<file path="src/rtl/pair_pkg.sv">
package pair_pkg;
  parameter int INSTR_W  = 32;
  parameter int NUM_REGS = 32;
  localparam int REG_W    = $clog2(NUM_REGS);
  localparam int OPC_W    = 6;
  localparam int SLOTS    = 2;
  localparam int PACKET_W = INSTR_W * SLOTS;
  localparam int OPC_LSB  = INSTR_W - OPC_W;
  localparam int DST_LSB  = OPC_LSB - REG_W;
  localparam int SRCA_LSB = DST_LSB - REG_W;
  localparam int SRCB_LSB = SRCA_LSB - REG_W;

  typedef struct packed {
    logic             isFp;
    logic             isFpLoad;
    logic [REG_W-1:0] dst;
    logic [REG_W-1:0] srcA;
    logic [REG_W-1:0] srcB;
  } slotDec_t;

  typedef struct packed {
    logic [SLOTS-1:0] present;
    logic [SLOTS-1:0] classOk;
    logic [SLOTS-1:0] srcReady;
    logic             crossDep;
  } pairFlags_t;

  typedef struct packed {
    logic loadInt;
    logic loadFp;
  } issueStrobe_t;

  function automatic slotDec_t decodeSlot(input logic [INSTR_W-1:0] w);
    slotDec_t d;
    d.isFp     = w[INSTR_W-1];
    d.isFpLoad = !w[INSTR_W-1] && w[INSTR_W-2];
    d.dst      = w[DST_LSB  +: REG_W];
    d.srcA     = w[SRCA_LSB +: REG_W];
    d.srcB     = w[SRCB_LSB +: REG_W];
    return d;
  endfunction
endpackage

</file>
<file path="src/rtl/pair_datapath.sv">
module pair_datapath
  import pair_pkg::*;
(
  input  logic                clk,
  input  logic                rstN,
  input  logic [SLOTS-1:0]    slotValid,
  input  logic [PACKET_W-1:0] fetchPacket,
  input  logic [NUM_REGS-1:0] intBusy,
  input  logic [NUM_REGS-1:0] fpBusy,
  input  issueStrobe_t        strobe,
  output pairFlags_t          flags,
  output logic                intIssueValid,
  output logic [INSTR_W-1:0]  intIssueInstr,
  output logic                fpIssueValid,
  output logic [INSTR_W-1:0]  fpIssueInstr
);
  logic [INSTR_W-1:0] slotWord [SLOTS];
  slotDec_t           dec      [SLOTS];
  logic [SLOTS-1:0]   classOkV;
  logic [SLOTS-1:0]   readyV;
  logic               crossDep;

  for (genvar s = 0; s < SLOTS; s++) begin : gSlot
    localparam bit WANT_FP = (s != 0);
    logic slotBusy;
    assign slotWord[s] = fetchPacket[s*INSTR_W +: INSTR_W];
    assign dec[s]      = decodeSlot(slotWord[s]);
    always_comb begin
      if (dec[s].isFp)
        slotBusy = fpBusy[dec[s].srcA] | fpBusy[dec[s].srcB];
      else if (dec[s].isFpLoad)
        slotBusy = intBusy[dec[s].srcA];
      else
        slotBusy = intBusy[dec[s].srcA] | intBusy[dec[s].srcB];
    end
    assign classOkV[s] = (dec[s].isFp == WANT_FP);
    assign readyV[s]   = !slotBusy;
  end

  // only an FP load on the integer side writes the file the FP slot reads
  assign crossDep = dec[0].isFpLoad &&
                    ((dec[0].dst == dec[1].srcA) || (dec[0].dst == dec[1].srcB));

  assign flags = '{present: slotValid, classOk: classOkV,
                   srcReady: readyV, crossDep: crossDep};

  always_ff @(posedge clk or negedge rstN) begin
    if (!rstN) begin
      intIssueValid <= 1'b0;
      fpIssueValid  <= 1'b0;
      intIssueInstr <= '0;
      fpIssueInstr  <= '0;
    end else begin
      intIssueValid <= strobe.loadInt;
      fpIssueValid  <= strobe.loadFp;
      if (strobe.loadInt) intIssueInstr <= slotWord[0];
      if (strobe.loadFp)  fpIssueInstr  <= slotWord[1];
    end
  end

  AST_INT_SRC_READY: assert property (@(posedge clk) disable iff (!rstN)
    strobe.loadInt && !dec[0].isFpLoad |-> !intBusy[dec[0].srcA] && !intBusy[dec[0].srcB]);
  AST_LOAD_BASE_READY: assert property (@(posedge clk) disable iff (!rstN)
    strobe.loadInt && dec[0].isFpLoad |-> !intBusy[dec[0].srcA]);
  AST_FP_SRC_READY: assert property (@(posedge clk) disable iff (!rstN)
    strobe.loadFp |-> !fpBusy[dec[1].srcA] && !fpBusy[dec[1].srcB]);
  AST_PAIR_NO_RAW: assert property (@(posedge clk) disable iff (!rstN)
    strobe.loadFp && dec[0].isFpLoad |-> dec[0].dst != dec[1].srcA && dec[0].dst != dec[1].srcB);
  AST_SLOT0_CLASS: assert property (@(posedge clk) disable iff (!rstN)
    strobe.loadInt |-> !dec[0].isFp && slotValid[0]);
  AST_SLOT1_CLASS: assert property (@(posedge clk) disable iff (!rstN)
    strobe.loadFp |-> dec[1].isFp && slotValid[1]);
endmodule

</file>
<file path="src/rtl/pair_control.sv">
module pair_control
  import pair_pkg::*;
(
  input  logic         clk,
  input  logic         rstN,
  input  pairFlags_t   flags,
  output issueStrobe_t strobe,
  output logic [1:0]   issueCount
);
  logic issueFirst;
  logic issueSecond;

  always_comb begin
    issueFirst  = flags.present[0] && flags.classOk[0] && flags.srcReady[0];
    issueSecond = issueFirst && flags.present[1] && flags.classOk[1] &&
                  flags.srcReady[1] && !flags.crossDep;
    strobe.loadInt = issueFirst;
    strobe.loadFp  = issueSecond;
    issueCount     = {1'b0, issueFirst} + {1'b0, issueSecond};
  end

  AST_COUNT_RANGE: assert property (@(posedge clk) disable iff (!rstN)
    issueCount != 2'd3);
  AST_NO_FIRST_NO_ISSUE: assert property (@(posedge clk) disable iff (!rstN)
    !flags.present[0] |-> issueCount == 2'd0);
endmodule

</file>
<file path="src/rtl/pair_issue.sv">
module pair_issue
  import pair_pkg::*;
(
  input  logic                clk,
  input  logic                rstN,
  input  logic [SLOTS-1:0]    slotValid,
  input  logic [PACKET_W-1:0] fetchPacket,
  input  logic [NUM_REGS-1:0] intBusy,
  input  logic [NUM_REGS-1:0] fpBusy,
  output logic [1:0]          issueCount,
  output logic                intIssueValid,
  output logic [INSTR_W-1:0]  intIssueInstr,
  output logic                fpIssueValid,
  output logic [INSTR_W-1:0]  fpIssueInstr
);
  pairFlags_t   flags;
  issueStrobe_t strobe;

  pair_datapath uDp (
    .clk(clk), .rstN(rstN), .slotValid(slotValid), .fetchPacket(fetchPacket),
    .intBusy(intBusy), .fpBusy(fpBusy), .strobe(strobe), .flags(flags),
    .intIssueValid(intIssueValid), .intIssueInstr(intIssueInstr),
    .fpIssueValid(fpIssueValid), .fpIssueInstr(fpIssueInstr)
  );

  pair_control uCtl (
    .clk(clk), .rstN(rstN), .flags(flags), .strobe(strobe), .issueCount(issueCount)
  );

  AST_SECOND_NEEDS_FIRST: assert property (@(posedge clk) disable iff (!rstN)
    fpIssueValid |-> intIssueValid);
  AST_DUAL_COUNT: assert property (@(posedge clk) disable iff (!rstN)
    issueCount == 2'd2 |=> intIssueValid && fpIssueValid);
  AST_IDLE_COUNT: assert property (@(posedge clk) disable iff (!rstN)
    issueCount == 2'd0 |=> !intIssueValid && !fpIssueValid);
endmodule

</file>
<file path="config.mk">
export PLATFORM = sky130hd
export DESIGN_NAME = pair_issue
export DESIGN_NICKNAME = d
export VERILOG_FILES = /design/src/rtl/pair_pkg.sv /design/src/rtl/pair_datapath.sv /design/src/rtl/pair_control.sv /design/src/rtl/pair_issue.sv
export SDC_FILE = /design/constraint.sdc
export NUM_CORES = 1
export LEC_CHECK = 0
export ABC_AREA = 1
export BUFFER_PORTS_ARGS = -buffer_cell sky130_fd_sc_hd__buf_2
export CORE_AREA = 3 3 100 102
export DETAILED_ROUTE_END_ITERATION = 7
export DIE_AREA = 0 0 103 105
export PLACE_DENSITY_LB_ADDON = 0.2
export SYNTH_ARGS = -nofsm -noshare
export SYNTH_HDL_FRONTEND = slang
export SYNTH_SLANG_ARGS = --single-unit
</file>
<file path="constraint.sdc">
create_clock -name clk -period 2.4 [get_ports clk]
set_input_delay 0.36 -clock clk [delete_from_list [all_inputs] [get_ports clk]]
set_output_delay 0.36 -clock clk [all_outputs]
set_load 0.01 [all_outputs]
</file>
### Yosys cells after proc, flatten, opt, wreduce, memory -nomap -nowiden

Index checks and enable logic that the tools add are counted.

* $add $sub $neg: 1
* multipliers: 0
* div/mod/pow operators: 0
* magnitude comparators: 4
* eq/ne operators: 2
* shift operators: 0
* multiplexer cells: 20
* bitwise operators: 5
* reduce and logical (&&, ||, !) cells: 15

Operators with widths (number)
* $bmux W1 S5: 8
* $lt A5 B6 Y1 const B: 4
* $mux W1: 12
* $eq A5 B5 Y1: 2
* $logic_and A1 B1 Y1: 9
* $logic_not A1 Y1: 5
* $or A1 B1 Y1: 4
* $add A1 B1 Y2: 1
* $logic_or A1 B1 Y1: 1
* $not A1 Y1: 1

* bits in registers: 66
* bits in latches: 0
* memory bits (writable): 0
* memory bits (read-only): 0
* input port bits: 132
* output and inout port bits: 68
* logic and storage cells: 51
* memories: 0

### Longest topological paths before layout

Gate-level depths: netlist of run 1.

* depth after elaboration: 12
* mapped depth: 16
* gate-level depth less buffers: 13

### By module

A second synthesis of run 1 with hierarchy kept.

* cell total of the unflattened synthesis: 800
* area total of the unflattened synthesis: 5461.5 sq um

Modules (own cells, without submodules)
* pair_datapath: instances 1, cells each 789, area an instance 5397.7 sq um, seq. area each 1651.6 sq um
* pair_control: instances 1, cells each 11, area an instance 63.8 sq um, seq. area each 0.0 sq um

### Worst setup path before layout of run 1

Ideal clock, no wire load.

* path type: input to output
* start: in fetchPacket[11]
* end: out issueCount[0]
* data arrival time: 1937 ps
* data required time: 2040 ps
* setup slack: 103 ps
* stages on the path: 16
* path buffers: 3
* cell sequence: buf_4 -> inv_4 -> buf_6 -> nand2_1 -> nand3_1 -> nand3_1 -> nand2_1 -> nand2_1 -> nand3_1 -> nand2_1 -> nor2_2 -> nor2_2 -> nand2_2 -> buf_2 -> inv_1 -> ha_1

* cells in the longest elaborated chain, start to end: 12
* elaborated cells between the ends (all ways): 15
* classes of those cells: add/sub (1); mux (6); bitwise (2); reduce/logical (6)

RTL lines
* start: declaration: RTL line pair_issue.sv:7 `input logic [PACKET_W-1:0] fetchPacket,`
* $bmux W1 S5: RTL line pair_datapath.sv:34 `slotBusy = intBusy[dec[s].srcA] | intBusy[dec[s].srcB];`
* $mux W1 (implied by the code): RTL line pair_datapath.sv:34
* $or A1 B1 Y1: RTL line pair_datapath.sv:34
* $mux W1: RTL line pair_datapath.sv:31 `else if (dec[s].isFpLoad)`
* $mux W1 (*): RTL line pair_datapath.sv:29 `if (dec[s].isFp)`
* $logic_not A1 Y1 (*): RTL line pair_datapath.sv:37 `assign readyV[s] = !slotBusy;`
* $logic_and A1 B1 Y1 (*): RTL line pair_control.sv:14 `issueFirst = flags.present[0] && flags.classOk[0] && flags.srcReady[0];`
* $logic_and A1 B1 Y1 (*) (3 in a row): RTL line pair_control.sv:15 `issueSecond = issueFirst && flags.present[1] && flags.classOk[1] &&`
* $logic_and A1 B1 Y1 (*): RTL line pair_control.sv:16 `flags.srcReady[1] && !flags.crossDep;`
* net uCtl.issueSecond: RTL line pair_control.sv:11 `logic issueSecond;`
* $add A1 B1 Y2 (*): RTL line pair_control.sv:19 `issueCount = {1'b0, issueFirst} + {1'b0, issueSecond};`
* end: declaration: RTL line pair_issue.sv:10 `output logic [1:0] issueCount,`

Mark *: on every way through the listed nets, which the timed path passes. The rest lies on a longest branch. The select of a mux whose other input is x is not followed.

### Final worst setup path of run 1

* start: in fetchPacket[12]
* end: out issueCount[0]

* cells in the longest elaborated chain, start to end: 12
* elaborated cells between the ends (all ways): 15
* classes of those cells: add/sub (1); mux (6); bitwise (2); reduce/logical (6)

RTL lines (RTL line)
* $bmux W1 S5: pair_datapath.sv:34
* $mux W1 (implied by the code): pair_datapath.sv:34
* $or A1 B1 Y1: pair_datapath.sv:34
* $mux W1: pair_datapath.sv:31
* $mux W1 (*): pair_datapath.sv:29
* $logic_not A1 Y1 (*): pair_datapath.sv:37
* $logic_and A1 B1 Y1 (*): pair_control.sv:14
* $logic_and A1 B1 Y1 (3 in a row): pair_control.sv:15
* $logic_and A1 B1 Y1: pair_control.sv:16
* $add A1 B1 Y2 (*): pair_control.sv:19

Every way passes the cells marked *; elsewhere a longest branch is shown, timed or not. The select of a mux whose other input is x is not followed.

==> flow_metrics.tcl, run 1 <==
set metrics [dict create \
    placeableCoreArea_mm2 0.00920 \
    synth_seq_cells 66 \
    cellLeakagePower_nw 3.52 \
    synthToLayoutAreaGrowth_pct 33.2 \
    worstSetupPathType "in -> out" \
    fin_hold_ws_ps 40.2 \
    syn_avg_cell_area_um2 6.46 \
    worst-r2r-cell-count 2 \
    rr_endpoint "uDp.intIssueInstr[18]" \
    clk_path_buf_depth 2 \
    fin_crit_ps 2300 \
    number_of_drc_markers_after_the_initial_detailed_route_iteration 228 \
    status "complete, no violations" \
    total_nets_after_synthesis 794 \
    cp_data_arrival_time_ps 1940 \
    grt.overflow.total 0 \
    vdd_ir_max_uv 327 \
    worstPathRequired_ps 2040 \
    r2r-start "uDp.intIssueInstr[18]" \
    routed_wire_length_per_instance_um 13.7 \
    die_width_um 103 \
    finalHoldViolCount 0 \
    drcViolationCount 0 \
    category_of_the_worst_setup_path_capture_point "primary output" \
    wire_length_of_the_first_global_routing_pass_mm 21.2 \
    grt_pass1_vias 4562 \
    ctsRootBufferMaster "sky130_fd_sc_hd__clkbuf_8" \
    tritoncts_clock_tree "built" \
    design.final.nets 993 \
    cts.clk_slew.worst_paths_ps 70 \
    core.rowCount 35 \
    num_io_pins 200 \
    floorplan.initialDensity_pct 46.5 \
    detail_route.first_pass.iterations 5 \
    finalSetupViolations 0 \
    htree_levels 3 \
    netlist-cell-type-count 24 \
    route.final.wire_length_mm 13.4 \
    timing.critical_path.from "fetchPacket[12]" \
    clock-skew-final_ps 0 \
    cts_made_buffers 9 \
    n_antenna_cell 0 \
    fp.dieArea_mm2 0.0108 \
    detail_route.vias_per_cell 5.02 \
    clk_lat_worst_skew_ps 330 \
    fin_util_pct 61.9 \
    worst_slew_pin_slew_ps 629 \
    rsz0062_at_grt "false" \
    die_h_um 105 \
    netlist_area_mm2 0.00427 \
    dp.final_hpwl_mm 10.3 \
    synthCells 661 \
    slew_violations 0 \
    timing.critical_path.from_type "input port" \
    hold_buffers 0 \
    timing.fmax_ghz 0.435 \
    grt_max_degree 41 \
    total_global_routing_track_utilization_pct 24.0 \
    max-slew-margin-rel_pct 58.1 \
    cap_viol_max_count 0 \
    clock-sinks 66 \
    postCtsSetupBuffers 0 \
    sequential_share_of_the_synthesized_area_pct 38.7 \
    power_density_mw_per_mm2 647 \
    totalPowerFinal_mw 3.68 \
    drive_above_1_share_pct 29.0 \
    critPathCapture "issueCount[0]" \
    antenna_found_initial 0 \
    ys.warnings.count 0 \
    final_antenna_net_count 0 \
    final_min_period_over_clock_period_pct 95.7 \
    io_buffer_count 199 \
    cp_max_fo 8 \
    kind_of_path_behind_the_tightest_hold_check "in -> async" \
    num_vias 4902 \
    flop_to_flop_setup_slack_ps 1750 \
    routabilityCongestion 0.953 \
]
-- area by class of cell --
class | instances | area [um2]
inverters | 69 | 272
repair inverters | 1 | 5.00
multi-input cells | 490 | 2150
well taps | 111 | 139
fillers | 915 | 3510
flip-flops and latches | 66 | 1650
repair buffers | 223 | 1240
clock inverters | 4 | 73.8
clock buffers | 12 | 155
-- worst max-delay path, cell delays in order --
cell and delay [ps]:
sky130_fd_sc_hd__buf_2 200, sky130_fd_sc_hd__inv_2 120, sky130_fd_sc_hd__nand3_1 100, sky130_fd_sc_hd__nand2_1 50, sky130_fd_sc_hd__nand2_1 60, sky130_fd_sc_hd__nand2_1 50
sky130_fd_sc_hd__o21bai_1 160, sky130_fd_sc_hd__nor2_2 70, sky130_fd_sc_hd__nor2_4 150, sky130_fd_sc_hd__nor2_4 60, sky130_fd_sc_hd__buf_4 140, sky130_fd_sc_hd__ha_1 270
sky130_fd_sc_hd__buf_2 150
-- through the flow --
step | cells | setup TNS, ps | area (um2) | setup slack, ps
2_1_floorplan | 661 | 0 | 4270 | 103
3_3_place_gp | 958 | 0 | 5380 | 0.444
3_5_place_dp | 958 | -31.7 | 5380 | -31.7
4_1_cts | 974 | 0 | 5610 | 32.1
5_1_grt | 976 | 0 | 5690 | 5.02
6_report | 976 | 0 | 5690 | 103
-- worst min path at each step --
stage,cells after the start,end,start
finish,1,uDp.intIssueInstr[5],rstN
global route,1,uDp.intIssueInstr[5],rstN
CTS,1,uDp.intIssueInstr[4],rstN
global placement,1,uDp.intIssueInstr[4],rstN
detailed placement,1,uDp.intIssueInstr[4],rstN
floorplan,0,uDp.fpIssueInstr[0],rstN
-- layout by cell type (no fill, tap or decap), types with 2 or more instances in the layout --
master / n
sky130_fd_sc_hd__dfrtp_1: 66
sky130_fd_sc_hd__nand3_1: 103
sky130_fd_sc_hd__clkinv_4: 2
sky130_fd_sc_hd__xnor2_1: 2
sky130_fd_sc_hd__buf_2: 195
sky130_fd_sc_hd__inv_1: 64
sky130_fd_sc_hd__nor2_1: 17
sky130_fd_sc_hd__nor2_4: 3
sky130_fd_sc_hd__clkbuf_8: 11
sky130_fd_sc_hd__o21ai_1: 5
sky130_fd_sc_hd__inv_2: 2
sky130_fd_sc_hd__buf_6: 2
sky130_fd_sc_hd__clkinv_2: 2
sky130_fd_sc_hd__buf_4: 22
sky130_fd_sc_hd__xor2_1: 7
sky130_fd_sc_hd__buf_12: 2
sky130_fd_sc_hd__o21ai_0: 34
sky130_fd_sc_hd__bufinv_16: 2
sky130_fd_sc_hd__nand3_2: 2
sky130_fd_sc_hd__o211ai_1: 7
sky130_fd_sc_hd__nand2_1: 299
sky130_fd_sc_hd__a21oi_1: 6
-- sequential cells by signal, indices dropped and copies added (netlist names) --
signal	flops
uDp.intIssueValid	1
uDp.intIssueInstr	32
uDp.fpIssueInstr	32
uDp.fpIssueValid	1
-- timing repair --
item / in CTS / in global routing
endpoints found under the setup margin: 1 / 2
gates cloned: 0 / 2
gates resized for setup: 1 / 20
pin swaps: 0 / 4
-- where the power goes --
part / internal (mW) / switching [mW]
Combinational: 0.471 / 0.680
Clock: 0.642 / 0.402
Sequential: 1.37 / 0.119
-- per-layer routing --
layer | track usage [%] | share of wire, % | up-vias
met5 | 0 | 0 | -
met2 | 39.8 | 48 | 186
met4 | 7.40 | 1.7 | 0
met3 | 4.87 | 7.7 | 20
li1 | - | - | 2459
met1 | 31.0 | 43 | 2237
-- cell usage after synthesis (all sizes together) --
cell	n	share of area (%)
and2	1	0.15
a21oi	6	0.70
xnor2	2	0.41
nand2	300	26
o21ai	39	4.6
clkbuf	7	0.62
xor2	7	1.4
nand3	105	12
ha	1	0.29
inv	69	6.2
dfrtp	66	39
buf	29	4.7
o21bai	1	0.18
o211ai	7	1.2
nor2	21	2.0
-- logic make-up (layout without fill, tap and decap cells) --
kind of cell | Yosys count | after routing | share of synthesized area, %
DFF | 66 | 66 | 38.7
AOI/OAI and AO/OA | 53 | 53 | 6.68
and+or+nand+nor | 427 | 427 | 41.0
buffers and inverters | 105 | 309 | 11.5
adders and majority gates | 1 | 1 | 0.293
xor gates and xnor gates | 9 | 9 | 1.84
(Power assumes the default switching activity.)
==> run 2, diff against run 1 <==
CORE_AREA = 3 3 96 98   (was 3 3 100 102)
DIE_AREA = 0 0 99 101   (was 0 0 103 105)
HOLD_SLACK_MARGIN = 0.06   (was not set)
clock period = 2.9 ns   (was 2.4 ns; I/O delays follow)
==> run 2 against run 1 <==
Effect of this change: critical path depth unchanged; first-iteration DRC count increased by 5.3%; global-route usage grew 2.1 points; sequential power is 17% lower; critical path type unchanged; non-clock buffer count down 14; worst hold slack gained 130 ps; total power decreased by 21%; clock skew is the same; via count fell by 2.1%; design area down 4.0%; critical endpoint unchanged.
==> flow_metrics.tcl, run 2 (same netlist as run 1, synthesis figures left out) <==
set metrics [dict create \
    postCtsSetupBuffers 0 \
    worstSetupPathType "in -> out" \
    dpl_cell_area_mm2 0.00526 \
    fin_crit_ps 2700 \
    grt_max_degree 38 \
    layout_commonest_cell "sky130_fd_sc_hd__nand2_1" \
    setup_tns_ps 0 \
    finalHoldViolCount 0 \
    timing.critical_path.from_type "input port" \
    totalPowerFinal_mw 2.91 \
    status "complete, no violations" \
    wire_length_of_the_first_global_routing_pass_mm 21.4 \
    vdd_ir_max_uv 306 \
    place_ws_ps 131 \
    ctsRootBufferMaster "sky130_fd_sc_hd__clkbuf_8" \
    cp_max_fo 18 \
    placeableCoreArea_mm2 0.00855 \
    timing.fmax_ghz 0.370 \
    max-slew-margin-rel_pct 48.7 \
    cellLeakagePower_nw 3.40 \
    antenna_found_initial 0 \
    fin_util_pct 63.9 \
    final_cell_area_mm2 0.00546 \
    pwr-share-clk_pct 25.9 \
    synthToLayoutAreaGrowth_pct 27.8 \
    cts_made_buffers 9 \
    fillerInstances 853 \
    final_cell_mix "sky130_fd_sc_hd__nand2_1 (299), sky130_fd_sc_hd__buf_2 (196), sky130_fd_sc_hd__nand3_1 (104)" \
    worst_slew_pin_slew_ps 769 \
    fin_cells 956 \
    fin_hold_ws_ps 165 \
    power_density_mw_per_mm2 533 \
    flop_to_flop_setup_slack_ps 2250 \
    design.final.nets 978 \
    slew_violations 0 \
    clk_path_buf_depth 2 \
    rsz0062_at_grt "false" \
    power_frac_comb_pct 31.9 \
    sequential_power_share_pct 42.2 \
    worstPathRequired_ps 2470 \
    die_h_um 101 \
    switching_share_pct 33.7 \
    num_vias 4797 \
    grt.overflow.total 0 \
    routabilityCongestion 0.932 \
    total_global_routing_track_utilization_pct 26.0 \
    floorplan.initialDensity_pct 50.0 \
    internal-power_mw 1.93 \
    reg.largest.list "uDp.fpIssueInstr: 32 flops, uDp.intIssueInstr: 32 flops" \
    n_antenna_cell 0 \
    dpl.cell_count 942 \
    clock-skew-final_ps 0 \
    num_io_pins 200 \
    final_antenna_net_count 0 \
    dp.final_hpwl_mm 9.78 \
    kind_of_path_behind_the_tightest_hold_check "in -> async" \
    final_min_period_over_clock_period_pct 93.2 \
    routed_wire_length_per_instance_um 13.6 \
    tritoncts_clock_tree "built" \
    detail_route.first_pass.iterations 4 \
    clock-sinks 66 \
    die_width_um 99 \
    finalSetupViolations 0 \
    number_of_drc_markers_after_the_initial_detailed_route_iteration 240 \
    finalWorstSetupSlack_ps 197 \
    route.final.wire_length_mm 13.0 \
    p_switching_mw 0.981 \
    cts.clk_slew.worst_paths_ps 70 \
    io_buffer_count 199 \
    drcViolationCount 0 \
    cap_viol_max_count 0 \
    clk_lat_worst_skew_ps 340 \
    core.rowCount 34 \
    drive_above_1_share_pct 27.5 \
    grt_pass1_vias 4600 \
    cp_data_arrival_time_ps 2270 \
    category_of_the_worst_setup_path_capture_point "primary output" \
    detail_route.vias_per_cell 5.02 \
    fp.dieArea_mm2 0.0100 \
    htree_levels 3 \
]
## run 2: path summary, 6_finish.rpt
| check | startpoint | to | depth (start not counted) |
|---|---|---|---|
| setup / recovery | fetchPacket[11] | issueCount[0] | 13 |
| hold / removal | rstN | uDp.intIssueInstr[6] | 1 |
| setup reg to reg | uDp.intIssueInstr[23] | uDp.intIssueInstr[23] | 2 |
| hold reg to reg | uDp.fpIssueInstr[30] | uDp.fpIssueInstr[30] | 2 |
| max in group asynchronous | rstN | uDp.intIssueInstr[12] | 2 |
| min in group clk | fetchPacket[6] | uDp.intIssueInstr[6] | 3 |
## run 2: area by class of cell
cell class | count | area (um2) | area share (%)
clock inverter | 3 | 40.0 | 0.733
inverter | 69 | 270 | 4.95
clock buffer | 11 | 151 | 2.77
tap | 108 | 135 | 2.47
multi-input combinational | 490 | 2130 | 39.1
timing repair buffer | 209 | 1080 | 19.8
sequential | 66 | 1650 | 30.2
## run 2: per-layer routing
metal / vias up / track usage [%] / routed length (um)
li1: 2423 / - / -
met1: 2138 / 34.0 / 5530
met2: 216 / 42.9 / 6090
met3: 20 / 4.78 / 1110
met4: 0 / 10.3 / 226
met5: - / 0 / 0
## run 2: worst max-delay path: stages
cell and delay, ps:
sky130_fd_sc_hd__clkbuf_4 220, sky130_fd_sc_hd__inv_6 160, sky130_fd_sc_hd__a21oi_1 80, sky130_fd_sc_hd__o21ai_1 80, sky130_fd_sc_hd__nand3_1 70, sky130_fd_sc_hd__and2_1 150
sky130_fd_sc_hd__nor2_1 190, sky130_fd_sc_hd__nor2_2 90, sky130_fd_sc_hd__nor2_4 160, sky130_fd_sc_hd__nand2_2 140, sky130_fd_sc_hd__inv_1 110, sky130_fd_sc_hd__ha_1 230
sky130_fd_sc_hd__buf_2 140
## run 2: power by group through the flow
stage                     logic, mW  registers (mW)  clock network, mW
after global routing           1.04            1.25              0.817
after floorplan               0.382            1.35                  0
after detailed placement      0.930            1.25                  0
after CTS                     0.933            1.23              0.768
final                         0.927            1.23              0.754
after global placement        0.911            1.23                  0
## run 2: repair_timing
action,in CTS,in global routing
resized for setup,0,5
endpoints found under the hold margin,0,0
endpoints found under the setup margin,0,1
hold buffers,0,0
